**src/rtl/ddr_fmt_pkg.sv**
```systemverilog
package ddr_fmt_pkg;

    localparam int SMP_W  = 12;
    localparam int LAT    = 14;
    localparam int PHASES = 12;

    typedef enum logic [1:0] {
        PAT_LIVE = 2'd0,
        PAT_ZERO = 2'd1,
        PAT_ONES = 2'd2,
        PAT_RAMP = 2'd3
    } pat_e;

    typedef struct packed {
        logic       par;
        logic [1:0] cke;
        logic       stby;
    } out_cfg_t;

    localparam out_cfg_t CFG_RESET = '{par: 1'b0, cke: 2'd0, stby: 1'b0};

endpackage

```
**src/rtl/ddr_phase_gen.sv**
```systemverilog
module ddr_phase_gen #(
    parameter int PHASES = ddr_fmt_pkg::PHASES,
    localparam int PW = $clog2(PHASES)
) (
    input  logic          clk,
    input  logic          rst,
    output logic [PW-1:0] ph,
    output logic          tick
);
    localparam logic [PW-1:0] LAST = PW'(PHASES - 1);

    assign tick = (ph == LAST);

    always_ff @(posedge clk) begin
        if (rst)       ph <= '0;
        else if (tick) ph <= '0;
        else           ph <= ph + 1'b1;
    end
endmodule

```
**src/rtl/ddr_sample_pipe.sv**
```systemverilog
module ddr_sample_pipe
    import ddr_fmt_pkg::*;
#(
    parameter int W   = SMP_W,
    parameter int LAT = ddr_fmt_pkg::LAT
) (
    input  logic         clk,
    input  logic         rst,
    input  logic         tick,
    input  logic         hold,
    input  logic [W-1:0] din,
    input  logic [1:0]   pat_sel,
    input  logic         offs,
    output logic [W-1:0] word
);
    logic [W-1:0] ramp;
    logic [W-1:0] raw;
    logic [W-1:0] fmtd;
    logic [W-1:0] pipe [LAT];

    always_comb begin
        case (pat_e'(pat_sel))
            PAT_ZERO: raw = '0;
            PAT_ONES: raw = '1;
            PAT_RAMP: raw = ramp;
            default:  raw = din;
        endcase
        fmtd = offs ? {~raw[W-1], raw[W-2:0]} : raw;
    end

    always_ff @(posedge clk) begin
        if (rst) begin
            ramp <= '0;
            for (int i = 0; i < LAT; i++) pipe[i] <= '0;
        end else if (tick && !hold) begin
            ramp    <= ramp + 1'b1;
            pipe[0] <= fmtd;
            for (int i = 1; i < LAT; i++) pipe[i] <= pipe[i-1];
        end
    end

    assign word = pipe[LAT-1];
endmodule

```
**src/rtl/ddr_out_stage.sv**
```systemverilog
module ddr_out_stage
    import ddr_fmt_pkg::*;
#(
    parameter int W      = SMP_W,
    parameter int PHASES = ddr_fmt_pkg::PHASES,
    localparam int PW    = $clog2(PHASES),
    localparam int NL    = W / 2,
    localparam int HALF  = PHASES / 2
) (
    input  logic          clk,
    input  logic          rst,
    input  logic          tick,
    input  out_cfg_t      cfg_in,
    input  logic [W-1:0]  word,
    input  logic [PW-1:0] ph,
    output out_cfg_t      cfg_q,
    output logic [W-1:0]  dout,
    output logic          clk_out
);
    localparam logic [PW:0] PHN   = (PW+1)'(PHASES);
    localparam logic [PW:0] HALFN = (PW+1)'(HALF);

    logic [NL-1:0] lanes;
    logic [PW:0]   ph_x;
    logic [PW:0]   late_ph;
    logic [PW:0]   early_ph;
    logic          first_half;

    always_ff @(posedge clk) begin
        if (rst)       cfg_q <= CFG_RESET;
        else if (tick) cfg_q <= cfg_in;
    end

    assign ph_x       = {1'b0, ph};
    assign first_half = (ph_x < HALFN);

    genvar k;
    generate
        for (k = 0; k < NL; k++) begin : g_lane
            assign lanes[k] = first_half ? word[2*k] : word[2*k+1];
        end
    endgenerate

    always_comb begin
        late_ph = ph_x + PHN - (PW+1)'(cfg_q.cke);
        if (late_ph >= PHN) late_ph = late_ph - PHN;
        early_ph = ph_x + 1'b1;
        if (early_ph >= PHN) early_ph = '0;
    end

    always_comb begin
        if (cfg_q.stby) begin
            dout    = '0;
            clk_out = 1'b0;
        end else if (cfg_q.par) begin
            dout    = word;
            clk_out = (late_ph >= HALFN);
        end else begin
            dout    = {{(W-NL){1'b0}}, lanes};
            clk_out = (cfg_q.cke == 2'd3) ? (early_ph < HALFN) : first_half;
        end
    end
endmodule

```
**src/rtl/ddr_sample_fmt.sv**
```systemverilog
module ddr_sample_fmt
    import ddr_fmt_pkg::*;
#(
    parameter int W      = SMP_W,
    parameter int LAT    = ddr_fmt_pkg::LAT,
    parameter int PHASES = ddr_fmt_pkg::PHASES
) (
    input  logic         clk,
    input  logic         rst,
    input  logic [W-1:0] smp_data,
    input  logic [1:0]   pat_sel,
    input  logic         fmt_offset,
    input  logic         mode_par,
    input  logic [1:0]   cke_sel,
    input  logic         stby,
    output logic [W-1:0] dout,
    output logic         clk_out
);
    localparam int PW = $clog2(PHASES);

    logic [PW-1:0] ph;
    logic          tick;
    logic [W-1:0]  word;
    out_cfg_t      cfg_in;
    out_cfg_t      cfg_q;

    assign cfg_in = '{par: mode_par, cke: cke_sel, stby: stby};

    ddr_phase_gen #(.PHASES(PHASES)) u_phase (
        .clk (clk),
        .rst (rst),
        .ph  (ph),
        .tick(tick)
    );

    ddr_sample_pipe #(.W(W), .LAT(LAT)) u_pipe (
        .clk    (clk),
        .rst    (rst),
        .tick   (tick),
        .hold   (stby),
        .din    (smp_data),
        .pat_sel(pat_sel),
        .offs   (fmt_offset),
        .word   (word)
    );

    ddr_out_stage #(.W(W), .PHASES(PHASES)) u_out (
        .clk    (clk),
        .rst    (rst),
        .tick   (tick),
        .cfg_in (cfg_in),
        .word   (word),
        .ph     (ph),
        .cfg_q  (cfg_q),
        .dout   (dout),
        .clk_out(clk_out)
    );
endmodule

```
**config.mk**
```make
export PLATFORM = sky130hd
export DESIGN_NAME = ddr_sample_fmt
export DESIGN_NICKNAME = d
export VERILOG_FILES = /design/src/rtl/ddr_fmt_pkg.sv /design/src/rtl/ddr_phase_gen.sv /design/src/rtl/ddr_sample_pipe.sv /design/src/rtl/ddr_out_stage.sv /design/src/rtl/ddr_sample_fmt.sv
export SDC_FILE = /design/constraint.sdc
export NUM_CORES = 1
export LEC_CHECK = 0
export ABC_AREA = 1
export ABC_CLOCK_PERIOD_IN_PS = 8600
export BUFFER_PORTS_ARGS = -buffer_cell sky130_fd_sc_hd__buf_2
export CAP_MARGIN = 20
export CORE_MARGIN = 2
export CORE_UTILIZATION = 50
export CTS_CLUSTER_SIZE = 24
export DETAILED_ROUTE_END_ITERATION = 8
export PLACE_DENSITY = 0.67
export SLEW_MARGIN = 20
export SYNTH_ARGS = -nofsm -noshare
export SYNTH_HDL_FRONTEND = slang
export SYNTH_SLANG_ARGS = --single-unit
```
**constraint.sdc**
```tcl
create_clock -name clk -period 8.6 [get_ports clk]
set_input_delay 1.72 -clock clk [delete_from_list [all_inputs] [get_ports clk]]
set_output_delay 1.72 -clock clk [all_outputs]
set_load 0.01 [all_outputs]
```
# [Yosys cells after proc, flatten, opt, wreduce, memory -nomap -nowiden]
# Memories as Yosys holds them, arrays and structs flattened.
# Cells that the tools add are included.
[totals] regBits=20 ramBits=168 memories=1
[memory_table] name="u_pipe.pipe" depth=14 word_bits=12 rd=14 rd_ports_with_merged_regs=0 write_ports=14 line="ddr_sample_pipe.sv:19" rtl="logic [W-1:0] pipe [LAT];"
[op_classes] n_addsub=6 n_mux=34 bitwise=15 eq_ne=5 n_reduce_logical=3 magnitude_cmp=5
[ops] operator="two-way mux 12 bit" n=17
[ops] operator="case mux 12 bit (3 select lines)" n=1
[ops] operator="two-way mux 1 bit" n=14
[ops] operator="OR 1 bit" n=14
[ops] operator="adder 12 x 1 -> 12 bit (second input constant)" n=1
[ops] operator=">= comparator 5 x 4 -> 1 bit (second input constant)" n=2
[ops] operator="two-way mux 5 bit" n=2
[ops] operator="equality test 2 bit (second input constant)" n=3
[ops] operator="adder 4 x 1 -> 5 bit (second input constant)" n=1
[ops] operator="adder 4 x 4 -> 5 bit (second input constant)" n=1
[ops] operator=">= comparator 5 x 3 -> 1 bit (second input constant)" n=1
[ops] operator="less-than comparator 5 x 3 -> 1 bit (second input constant)" n=1
[ops] operator="subtractor 5 x 2 -> 5 bit" n=1
[ops] operator="subtractor 5 x 4 -> 5 bit (second input constant)" n=1
[ops] operator="adder 4 x 1 -> 4 bit (second input constant)" n=1
[ops] operator="equality test 4 bit (second input constant)" n=1
[ops] operator="less-than comparator 4 x 3 -> 1 bit (second input constant)" n=1
[ops] operator="equality test 2 x 1 -> 1 bit (second input constant)" n=1
[ops] operator="OR reduction 2 bit" n=1
[ops] operator="logical AND 1 bit" n=1
[ops] operator="zero test 1 bit" n=1
[ops] operator="NOT 1 bit" n=1

# [Depth between registers and ports, before layout]
[depth] word_depth=7 mapped_depth=12

# [By module]
# From an unflattened synthesis, not the netlist that was laid out.
[hier_totals] hier_cells=764 area_unflattened_um2=7995.2
[modules_own_cells] mod="ddr_sample_pipe" seq_area_each_um2=5285.1 n_inst=1 cells_per_inst=629 area_per_inst_um2=7164.4
[modules_own_cells] mod="ddr_out_stage" seq_area_each_um2=80.1 n_inst=1 cells_per_inst=114 area_per_inst_um2=661.9
[modules_own_cells] mod="ddr_phase_gen" seq_area_each_um2=80.1 n_inst=1 cells_per_inst=21 area_per_inst_um2=168.9

# [Worst setup path before layout]
# OpenSTA, ideal clock, no wires.
[synth_path] kind="input -> register" startpoint="input port rst" endpoint="memory u_pipe.pipe[0][0] (netlist bit), enable pin" path_stages=3 arrival_time_ps=4735 path_slack_ps=2475 setup_ps=1389 t_required_ps=7211 path_cell_list="buf_2 > inv_1 > nand2_1"
[synth_rtl] item="start, declared" line="ddr_sample_fmt.sv:9" rtl="input logic rst,"
[synth_rtl] item="end, declared" line="ddr_sample_pipe.sv:19"

==> impl_metrics.tcl <==
set metrics [dict create \
    instances_no_fill 1010 \
    crit_family "buffers and inverters" \
    synth_seq_cells 188 \
    yosys_warnings 0 \
    timing.hold.ws_ps 480 \
    diodes 0 \
    start_kind "primary input" \
    grt_pass1_wl_um 19400 \
    num_rows 46 \
    grt_max_degree 115 \
    hold_class "flip-flop to flip-flop" \
    drc 0 \
    cts_buffer_depth 2 \
    netlist_area_um2 7930 \
    crit_slowest_cell "buf_4" \
    ios 34 \
    syn_inst 755 \
    grt_overflow_total 0 \
    cp.required_ps 8650 \
    wl_um 11300 \
    clock-sinks 188 \
    cts.reportedPaths.clkPinSlew_ps 60 \
    clockRootBuffer "clkbuf_16" \
    cts_tree "built" \
    finalNetCount 810 \
    cts_resized 0 \
    placed_cells 978 \
    die_area_um2 16900 \
    clock_latency_ps 430 \
    layout_min_cycle_time_ps 4470 \
    avgRoutedWirePerCell_um 11.2 \
    finalCritPeriodShare_pct 51.9 \
    power.leakage_uw 0.00368 \
    cts_hold_buf 0 \
    finalClockSkew_ps 6.78 \
    dr.pass1.iters 4 \
    syn_area_per_cell_um2 10.5 \
    final_common_cell "inv_1" \
    vias_per_cell 4.62 \
    endpoint_kind "flip-flop" \
    grt_setup_unrepaired "no" \
    dpl.hpwl_um 6980 \
    cts_setup_buffers 0 \
    fillers 1357 \
    layout_common_cells "inv_1 (203), nor2_1 (196), edfxtp_1 (168), nand2_1 (47), buf_2 (33)" \
    portBuffers 33 \
    chipHeight_um 130 \
    fmax_mhz 224 \
    gp_congestion 0.864 \
    grt_pass1_vias 4586 \
    first_iter_violations 372 \
    power_uw 1840 \
    synth_cell_types 28 \
    post-route-util_pct 55.8 \
    drive_above_1_share_pct 9.19 \
    hold_viol_final 0 \
    cp.arrival_ps 4510 \
    slew_headroom_pct 35.7 \
    cts_inserted_buffers 17 \
    ir_drop_mv 0.139 \
    drv_slew 0 \
    setup_tns_ps 0 \
    chipWidth_um 130 \
    crit_fanout 92 \
    status "finished, final reports clean" \
    ys_seq_area_share_pct 68.7 \
    syn-num-nets 784 \
    grt_usage_pct 14.8 \
    core_area_um2 15700 \
    vias 4671 \
    syn_to_final_growth_pct 10.6 \
    max_slew.worst_pin.slew_ps 964 \
    power.density_nw_per_um2 210 \
    initial_core_util_pct 50.4 \
    htreeDepth 4 \
    antenna_found_initial 0 \
    finalSetupViolCount 0 \
    cap_violations 0 \
    max_stage_delay_ps 880 \
    crit_type "primary input to flip-flop" \
    crit_buf_inv 3 \
    crit_chain "buf_2 > inv_1 > nand2_8 > buf_4" \
    antenna_left 0 \
]
## cells in the mapped netlist (all sizes together)
cell,number,area (um^2)
a21oi,23,115
edfxtp,168,5040
dfxtp,20,400
nand4,4,25.0
buf,17,150
ha,7,87.6
clkbuf,11,41.3
xor2,2,17.5
nor3,4,25.0
nand2,50,198
or2,1,6.26
inv,204,766
nand3,9,50.1
o22ai,1,6.26
fa,1,20.0
o21ai,25,125
nor2,198,767
a211oi,10,80.1
## tightest hold or removal path, delay by kind of cell (launching register included)
kind                   cells  cell delay (ps)
AO/OA/AOI/OAI              1               50
buffers and inverters      1               70
flip-flops                 1              310
## kinds of logic after synthesis
kind of cell | synth area share (%)
xor gates and xnor gates | 0.221
DFF | 68.7
and+or+nand+nor | 13.5
buffers and inverters | 12.1
adders and majority gates | 1.36
AOI/OAI and AO/OA | 4.12
## metal layers
metal	part of all wire, %	routed length [um]	vias to the layer above	track usage [%]
met5	0	0	-	0
met2	50	5630	93	26.5
met3	4.7	532	19	3.94
met4	1.8	204	0	6.39
met1	44	4950	2184	16.6
li1	-	-	2375	-
## final timing paths
kind,depth (start not counted),endpoint,startpoint,slack [ps]
min reg2reg,2,u_pipe.ramp[8],u_pipe.ramp[8],480
max reg2reg,6,u_pipe.pipe[0][81],u_phase.ph[1],5750
min,2,u_pipe.ramp[8],u_pipe.ramp[8],480
max,4,u_pipe.pipe[0][81],rst,4130
## report_power, final
part / leakage [uW] / switching, uW / total (uW) / internal (uW)
combinational: 0.00152 / 46.7 / 66.8 / 20.1
sequential: 0.00189 / 10.7 / 1040 / 1030
clock: 0.000272 / 313 / 735 / 422
total: 0.00368 / 370 / 1840 / 1470
## layout make-up
class / instances / area, um^2 / share of cell area, %
clock inverter: 14 / 129 / 1.47
multi-input combinational: 335 / 1540 / 17.6
clock buffer: 18 / 429 / 4.90
sequential: 188 / 5450 / 62.1
inverter: 204 / 767 / 8.75
timing repair buffer: 35 / 184 / 2.10
tap: 216 / 270 / 3.08
## sequential cells by signal (all words and copies together) (netlist names)
| signal | cells |
|---|---|
| u_pipe.pipe | 168 |
| u_pipe.ramp | 12 |
| u_out.cfg_q | 4 |
| u_phase.ph | 4 |
## per-stage QoR
| stage | cell area, um^2 | worst slack [ps] |
|---|---|---|
| 5_1_grt | 8760 | 3860 |
| 3_5_place_dp | 8190 | 3330 |
| 6_report | 8760 | 4130 |
| 3_3_place_gp | 8190 | 3440 |
| 2_1_floorplan | 7930 | 2480 |
| 4_1_cts | 8750 | 3790 |
(Power assumes the default switching activity.)
